### config.mk
export PLATFORM = sky130hd
export DESIGN_NAME = ttarb_top
export DESIGN_NICKNAME = d
export VERILOG_FILES = /design/src/rtl/ttarb_pkg.sv /design/src/rtl/ttarb_prio_src.sv /design/src/rtl/ttarb_level.sv /design/src/rtl/ttarb_rr.sv /design/src/rtl/ttarb_top.sv
export SDC_FILE = /design/constraint.sdc
export NUM_CORES = 1
export LEC_CHECK = 0
export ABC_AREA = 0
export BUFFER_PORTS_ARGS = -buffer_cell sky130_fd_sc_hd__buf_2
export CAP_MARGIN = 10
export CORE_ASPECT_RATIO = 1.25
export CORE_MARGIN = 2
export CORE_UTILIZATION = 35
export DETAILED_ROUTE_END_ITERATION = 7
export GPL_TIMING_DRIVEN = 0
export HOLD_SLACK_MARGIN = 0.06
export SLEW_MARGIN = 0
export SYNTH_ARGS = -nofsm -noshare
export SYNTH_HDL_FRONTEND = slang
export SYNTH_HIERARCHICAL = 1
export SYNTH_SLANG_ARGS = --single-unit
### constraint.sdc
create_clock -name clk -period 8.19 [get_ports clk]
set_input_delay 1.638 -clock clk [delete_from_list [all_inputs] [get_ports clk]]
set_output_delay 1.638 -clock clk [all_outputs]
set_load 0.03 [all_outputs]
### src/rtl/ttarb_pkg.sv
package ttarb_pkg;

    // Width of a binary index able to address n clients (at least 1 bit).
    function automatic int unsigned idx_w(input int unsigned n);
        return (n > 1) ? $clog2(n) : 1;
    endfunction

endpackage

### src/rtl/ttarb_prio_src.sv
// Selects where each client's level comes from: the run-time port or a
// build-time constant vector.
module ttarb_prio_src #(
    parameter int unsigned N_CLIENTS   = 4,
    parameter int unsigned PRIO_W      = 4,
    parameter bit          DYN_PRIO    = 1'b1,
    parameter logic [N_CLIENTS*PRIO_W-1:0] STATIC_PRIO = '0
) (
    input  logic [N_CLIENTS*PRIO_W-1:0] prio_i,
    output logic [N_CLIENTS*PRIO_W-1:0] prio_eff_o
);

    generate
        if (DYN_PRIO) begin : g_dynamic
            assign prio_eff_o = prio_i;
        end else begin : g_static
            // The run-time port is deliberately left without effect.
            logic unused_prio;
            assign unused_prio = ^prio_i;
            assign prio_eff_o  = STATIC_PRIO;
        end
    endgenerate

endmodule

### src/rtl/ttarb_level.sv
// First tier: find the largest level among requesters and mark every
// requester holding it.
module ttarb_level #(
    parameter int unsigned N_CLIENTS = 4,
    parameter int unsigned PRIO_W    = 4
) (
    input  logic [N_CLIENTS-1:0]        req_i,
    input  logic [N_CLIENTS*PRIO_W-1:0] prio_i,
    output logic [N_CLIENTS-1:0]        top_mask_o
);

    logic [PRIO_W-1:0] top_lvl;

    always_comb begin
        top_lvl = '0;
        for (int i = 0; i < int'(N_CLIENTS); i++) begin
            if (req_i[i] && (prio_i[i*PRIO_W +: PRIO_W] > top_lvl)) begin
                top_lvl = prio_i[i*PRIO_W +: PRIO_W];
            end
        end
    end

    always_comb begin
        for (int i = 0; i < int'(N_CLIENTS); i++) begin
            top_mask_o[i] = req_i[i] && (prio_i[i*PRIO_W +: PRIO_W] == top_lvl);
        end
    end

endmodule

### src/rtl/ttarb_rr.sv
// Second tier: rotating pick among the marked clients, searching upward
// from the slot after the last winner.
module ttarb_rr #(
    parameter int unsigned N_CLIENTS = 4,
    localparam int unsigned IW = ttarb_pkg::idx_w(N_CLIENTS)
) (
    input  logic [N_CLIENTS-1:0] mask_i,
    input  logic [IW-1:0]        last_i,
    output logic [IW-1:0]        win_o,
    output logic                 found_o
);

    always_comb begin
        win_o   = '0;
        found_o = 1'b0;
        for (int k = 1; k <= int'(N_CLIENTS); k++) begin
            if (!found_o && mask_i[(int'(last_i) + k) % int'(N_CLIENTS)]) begin
                win_o   = IW'((int'(last_i) + k) % int'(N_CLIENTS));
                found_o = 1'b1;
            end
        end
    end

endmodule

### src/rtl/ttarb_top.sv
module ttarb_top #(
    parameter int unsigned N_CLIENTS   = 4,
    parameter int unsigned PRIO_W      = 4,
    parameter bit          DYN_PRIO    = 1'b1,
    parameter logic [N_CLIENTS*PRIO_W-1:0] STATIC_PRIO = '0,
    localparam int unsigned IW = ttarb_pkg::idx_w(N_CLIENTS)
) (
    input  logic                        clk,
    input  logic                        rst_n,
    input  logic [N_CLIENTS-1:0]        req_i,
    input  logic [N_CLIENTS*PRIO_W-1:0] prio_i,
    output logic [N_CLIENTS-1:0]        gnt_o,
    output logic [IW-1:0]               gnt_idx_o,
    output logic                        gnt_vld_o
);

    typedef struct packed {
        logic [N_CLIENTS-1:0] gnt;
        logic [IW-1:0]        idx;
        logic                 vld;
        logic [IW-1:0]        last;
    } arb_state_t;

    arb_state_t st_d, st_q;

    logic [N_CLIENTS*PRIO_W-1:0] prio_eff;
    logic [N_CLIENTS-1:0]        top_mask;
    logic [IW-1:0]               win;
    logic                        found;

    ttarb_prio_src #(
        .N_CLIENTS  (N_CLIENTS),
        .PRIO_W     (PRIO_W),
        .DYN_PRIO   (DYN_PRIO),
        .STATIC_PRIO(STATIC_PRIO)
    ) u_src (
        .prio_i    (prio_i),
        .prio_eff_o(prio_eff)
    );

    ttarb_level #(
        .N_CLIENTS(N_CLIENTS),
        .PRIO_W   (PRIO_W)
    ) u_level (
        .req_i     (req_i),
        .prio_i    (prio_eff),
        .top_mask_o(top_mask)
    );

    ttarb_rr #(
        .N_CLIENTS(N_CLIENTS)
    ) u_rr (
        .mask_i (top_mask),
        .last_i (st_q.last),
        .win_o  (win),
        .found_o(found)
    );

    always_comb begin
        st_d     = st_q;
        st_d.gnt = '0;
        st_d.vld = 1'b0;
        if (found) begin
            st_d.gnt      = '0;
            st_d.gnt[win] = 1'b1;
            st_d.idx      = win;
            st_d.vld      = 1'b1;
            st_d.last     = win;
        end
    end

    always_ff @(posedge clk) begin
        if (!rst_n) begin
            st_q.gnt  <= '0;
            st_q.idx  <= '0;
            st_q.vld  <= 1'b0;
            st_q.last <= IW'(N_CLIENTS - 1);
        end else begin
            st_q <= st_d;
        end
    end

    assign gnt_o     = st_q.gnt;
    assign gnt_idx_o = st_q.idx;
    assign gnt_vld_o = st_q.vld;

    // grant vector never has more than one bit set
    a_r7_onehot: assert property (@(posedge clk) disable iff (!rst_n)
        $onehot0(gnt_o));

    // valid flag agrees with the grant vector and the index
    a_r7_vld_match: assert property (@(posedge clk) disable iff (!rst_n)
        gnt_vld_o |-> (gnt_o[gnt_idx_o] && $countones(gnt_o) == 1));

    // an idle cycle yields no grant and keeps the index
    a_r5_idle: assert property (@(posedge clk) disable iff (!rst_n)
        !(|req_i) |=> (!gnt_vld_o && $stable(gnt_idx_o)));

    // any request produces a grant at the next edge
    a_r4_busy: assert property (@(posedge clk) disable iff (!rst_n)
        (|req_i) |=> gnt_vld_o);

    // the granted client was requesting when the decision was taken
    a_r2_was_req: assert property (@(posedge clk) disable iff (!rst_n)
        gnt_vld_o |-> |(gnt_o & $past(req_i)));

endmodule

# == Yosys cells after proc, flatten, opt, wreduce, memory -nomap -nowiden ==
# Index checks and enable logic that the tools add are counted.
# classes
add_sub_neg,4
mul,0
n_div,0
n_lt_le_gt_ge,10
n_eq_ne,4
shift,0
n_mux,27
bitwise_logic,4
n_reduce_logical,20
# op_table
op,count
equality test 4 bit,4
"less-than comparator 3 x 4 -> 1 bit, second input constant",4
2-to-1 mux 4 bit,4
2-to-1 mux 1 bit,13
greater-than comparator 4 bit,3
logical AND 1 bit,12
binary-select mux 1 bit (select 2 bit),4
2-to-1 mux 2 bit,4
OR reduction 2 bit,4
"adder 2 x 1 -> 2 bit, second input constant",2
"adder 2 bit, second input constant",2
"AND 1 bit, first input constant",4
"greater-than comparator 4 x 1 -> 1 bit, second input constant",1
logical NOT 1 bit,3
"less-than comparator 2 x 3 -> 1 bit, second input constant",1
2-to-1 mux 3 bit,1
demux 1 bit (select 2 bit),1
">= comparator 2 x 1 -> 1 bit, second input constant",1
AND reduction 2 bit,1
# word_totals
ff_bits,9
latch_bits,0
ram_bits,0
rom_bits,0
out_inout_bits,7
n_memories,0

# == Longest topological paths before layout ==
# depth
word_depth,31
depth_mapped,29

# == Cells and area by module ==
# Netlist, hierarchy kept.
# modules_own_cells
module,n_inst,cells_per_inst,area_each_um2,seq_area_each_um2
ttarb_level,1,129,905.9,0.0
ttarb_top,1,31,335.3,180.2
ttarb_prio_src,1,16,120.1,0.0
ttarb_rr,1,14,91.3,0.0

# == Worst setup path after synthesis ==
# OpenSTA, ideal clock, no wires.
# synth_timing
kind,input port to flip-flop
startpoint,input port prio_i[1]
endpoint,"register st_q, in the netlist gnt_o[3]"
setup_ns,0.118
t_arrival_ns,6.485
path_slack_ns,1.588
cell_stages,26
n_path_buf,2
path_cell_list,buf_4 nand2_1 ha_1 nor2b_4 o31ai_1 a21oi_1 nand2_2 inv_1 ha_1 nor2b_1 o211ai_1 a211oi_1 a31oi_1 inv_1 ha_1 nor2b_1 o211a_1 o21a_1 clkbuf_1 a221o_1 a22oi_1 and3_1 and2b_1 a21oi_2 o221ai_2 and4_2
# synth_between
elab_chain_cells,31
word_cells_on_any_way,52
cone_classes,order compare (6); eq/ne (4); mux (26); reduce/logical (16)
# synth_lines
item,line,text
from (decl),ttarb_top.sv:11,"input logic [N_CLIENTS*PRIO_W-1:0] prio_i,"
greater-than comparator 4 x 1 -> 1 bit,ttarb_level.sv:17,if (req_i[i] && (prio_i[i*PRIO_W +: PRIO_W] > top_lvl)) begin
logical AND 1 bit,ttarb_level.sv:17,
2-to-1 mux 4 bit *,ttarb_level.sv:17,
greater-than comparator 4 bit,ttarb_level.sv:17,
logical AND 1 bit,ttarb_level.sv:17,
2-to-1 mux 4 bit *,ttarb_level.sv:17,
greater-than comparator 4 bit,ttarb_level.sv:17,
logical AND 1 bit,ttarb_level.sv:17,
[6 not listed],-,
named net top_mask[2],ttarb_top.sv:27,logic [N_CLIENTS-1:0] top_mask;
[10 not listed],-,
logical NOT 1 bit,ttarb_rr.sv:17,if (!found_o && mask_i[(int'(last_i) + k) % int'(N_CLIENTS)]) begin
logical AND 1 bit,ttarb_rr.sv:17,
2-to-1 mux 2 bit *,ttarb_rr.sv:17,
named net win[0],ttarb_top.sv:28,logic [IW-1:0] win;
less-than comparator 2 x 3 -> 1 bit (not written as such) or >= comparator 2 x 1 -> 1 bit (tied branches),ttarb_top.sv:65,st_d.gnt[win] = 1'b1;
logical AND 1 bit (not written as such),ttarb_top.sv:65,
2-to-1 mux 1 bit (not written as such),ttarb_top.sv:65,
demux 1 bit (select 2 bit) *,ttarb_top.sv:65,
to (signal assigned),ttarb_top.sv:79,st_q <= st_d;
to (decl),ttarb_top.sv:24,"arb_state_t st_d, st_q;"
# Mark *: on every way through the listed nets, which the timed path passes. The rest lies on a longest branch. The select of a mux whose other input is x is not followed.
# A chain may end at the register's enable or synchronous reset.

# == Final worst setup path ==
# layout_timing
startpoint,input port req_i[0]
endpoint,"register st_q, in the netlist gnt_o[3]"
# layout_between
elab_chain_cells,30
word_cells_on_any_way,51
cone_classes,order compare (5); eq/ne (4); mux (26); reduce/logical (16)
# layout_lines
item,line,text
from (decl),ttarb_top.sv:10,"input logic [N_CLIENTS-1:0] req_i,"
logical AND 1 bit *,ttarb_level.sv:17,
2-to-1 mux 4 bit *,ttarb_level.sv:17,
greater-than comparator 4 bit,ttarb_level.sv:17,
logical AND 1 bit,ttarb_level.sv:17,
2-to-1 mux 4 bit *,ttarb_level.sv:17,
greater-than comparator 4 bit,ttarb_level.sv:17,
logical AND 1 bit,ttarb_level.sv:17,
2-to-1 mux 4 bit *,ttarb_level.sv:17,
[5 not listed],-,
named net top_mask[2],ttarb_top.sv:27,
[10 not listed],-,
logical NOT 1 bit,ttarb_rr.sv:17,
logical AND 1 bit,ttarb_rr.sv:17,
2-to-1 mux 2 bit *,ttarb_rr.sv:17,
named net win[0],ttarb_top.sv:28,
less-than comparator 2 x 3 -> 1 bit (not written as such) or >= comparator 2 x 1 -> 1 bit (tied branches),ttarb_top.sv:65,
logical AND 1 bit (not written as such),ttarb_top.sv:65,
2-to-1 mux 1 bit (not written as such),ttarb_top.sv:65,
demux 1 bit (select 2 bit) *,ttarb_top.sv:65,
# Marked as above.

==> summary.txt <==
Crit path buffers/inverters: 3
Peak supply drop: 0.0488 mV
Worst Path Arrival: 7.41 ns
PortBufs: 11
Highest routed layer: met4
WP data required: 8.37 ns
CP dominant cell by count: ha_1
Detailed Place HPWL: 2690 µm
Status: finished, final reports clean
Critical Path Stages: 26
Clock Path Buffers: 2
Sequential Power Share: 21.6%
Register-to-Register Path Depth: 4
Hold WS: 0.466 ns
Met1 WL: 1350 µm
CTS resizes: 0
# hold bufs at CTS: 0
Register area share after synthesis: 12.4%
Post-synth EDFFs: 0
Die X: 61.6 µm
Min Tclk post-route: 7.23 ns
Fillcell total: 454
Wirelength per Cell: 12.3 µm
Cell area after synthesis: 1450 µm²
Clock sink count: 9
Period Utilization, post-route: 88.3%
Most frequent cells in the layout: buf_4, a21oi_1, inv_1, ha_1
LEAKAGE: 0.735 nW
Num CTS Buffers: 3
Wirelength, routed: 3210 µm
CP Max Fanout: 10
H-tree depth: 1
Layout Nets: 240
Top Ports: 29
Final WS setup: 0.959 ns
Synth Instances: 190
Main flop type after synthesis: dfxtp_1
Max Cap Viol: 0
CP max-delay cell: o21ai_1
Comb power frac: 59.0%
Gr usage total: 14.5%
Multi-input logic area: 1040 µm²
Power, Total: 263 µW
Placed Area: 1580 µm²
Total setup buffers inserted after CTS: 0
Switching Share: 42.3%
Vias in the first global route: 1222
NetSw: 111 µW
Unrepaired setup endpoints after global routing: no
Met2 WL: 1770 µm
N_diodes: 0
Synthesized area per cell: 7.65 µm²
CP Launch Type: input pin
Worst-path clk slew: 0.04 ns
Cell count of the worst hold path: 2
Finish-stage setup viols: 0
Cell family with most CP delay: compound AO/OA/AOI/OAI gates
Clock power frac: 19.4%
Initial antenna violation count: 0
P_int: 152 µW
Die extent in y: 76.0 µm
Most common cell after layout, fill and taps aside: buf_4
Ys Warns: 6
FFs w/ async S/R, synth: 0%
GPL Wtd Cong: 0.809
Residual DRC count: 0
Synth cell types: 48
Detailed route wirelength on metal3: 60 µm
CTS tree: yes
Synth-to-Final Area Change: 11.7%
Post-DR vias/cell: 5.06
Rows: 26
Number of DRC markers in iteration 0: 60
First-pass GRT wire length: 5400 µm
First-pass DRT Iterations: 4
Pins over their slew limit: 0
Fin Setup TNS: 0 ns
Clock root buffer: clkbuf_8
Syn Nets: 224
Relative slew margins: 52.2%
Crit Path Class: in2reg
Slowest stage delay, CP: 0.58 ns
Worst skew pair latency: 0.23 ns
Final count of hold timing violations: 0
Routed Antenna Nets: 0
Layout cells sized above 1: 22.9%
Count of state elements after synthesis: 9
Critical path endpoint category: flip-flop
Cell area power density: 162 nW/µm²
Worst-Margin Slew: 0.713 ns
Fin area: 1620 µm²
Pre-CTS setup slack: 0.703 ns
Overflow after GRT: 0
Initial Utilization: 36.0%
Max Fclk: 138 MHz
Hold Crit Class: reg2reg
Register area: 180 µm²
Number of vias in the routed layout: 1321
Die area: 4680 µm²
Core box area: 4030 µm²
Clk_skew: 0.00150 ns
Largest net degree at the start of global routing: 11
==> routing by layer <==
layer,vias up,track usage (%)
met3,2,0.509
met5,-,0
met4,0,3.83
li1,700,-
met1,593,17.0
met2,26,27.1
==> per-stage QoR <==
step                utilization [%]  std cells
finish                         40.2        261
global route                   40.2        261
CTS                            40.2        261
floorplan                         -        190
global placement               39.1        257
detailed placement             39.1        257
==> sequential cells by signal, summed over array words and instances (netlist names) <==
register and cells:
gnt_vld_o 1, gnt_idx_o 2, gnt_o 4, st_q 2
==> cell usage after synthesis (3+ instances only) <==
cell type	instances	area share [%]
buf_4	22	11
a21oi_1	17	5.9
ha_1	12	10
inv_1	12	3.1
nand2_1	11	2.8
nor2_1	10	2.6
xnor2_1	10	6.0
dfxtp_1	9	12
xor2_1	9	5.4
nand2b_1	7	3.0
a211oi_1	5	2.6
a31oi_1	4	1.7
buf_1	4	1.0
o2111ai_1	4	2.4
a221o_1	3	2.1
clkbuf_1	3	0.78
nand2_2	3	1.3
nand4_1	3	1.3
nor3_1	3	1.0
o221ai_1	3	1.8
==> worst min-delay path, cell delays in order (launching register included) <==
cell and delay, ns:
dfxtp_1 0.30, nand2b_1 0.06, a21boi_1 0.05
==> path summary, 6_finish.rpt <==
path | startpoint | endpoint | slack [ns]
worst max-delay path | req_i[0] | gnt_o[3] | 0.96
worst min-delay path | gnt_idx_o[0] | gnt_idx_o[0] | 0.47
worst max register to register | st_q[1] | gnt_o[3] | 6.92
worst min register to register | gnt_idx_o[0] | gnt_idx_o[0] | 0.47
==> cell type report <==
cell class | count | area share (%)
Buffer | 29 | 11.8
Clock buffer | 4 | 2.78
Inverter | 12 | 2.78
Multi-Input combinational cell | 140 | 63.8
Sequential cell | 9 | 11.1
Tap cell | 56 | 4.32
Timing Repair Buffer | 11 | 3.39
==> power by group through the flow <==
stage / sequential [mW] / clock, mW / combinational, mW
floorplan: 0.0584 / 0 / 0.126
global placement: 0.0575 / 0 / 0.155
detailed placement: 0.0575 / 0 / 0.156
CTS: 0.0570 / 0.0533 / 0.156
global route: 0.0578 / 0.0549 / 0.177
finish: 0.0568 / 0.0510 / 0.155
==> cell families after synthesis <==
group	Yosys count	synth area share, %
mux	1	0.689
compound gates	58	29.6
simple gates	50	19.2
flops	9	12.4
buf+inv	41	16.3
xor+xnor	19	11.5
fa+ha+maj	12	10.3
Note: power is estimated with default switching activity, not from simulation.
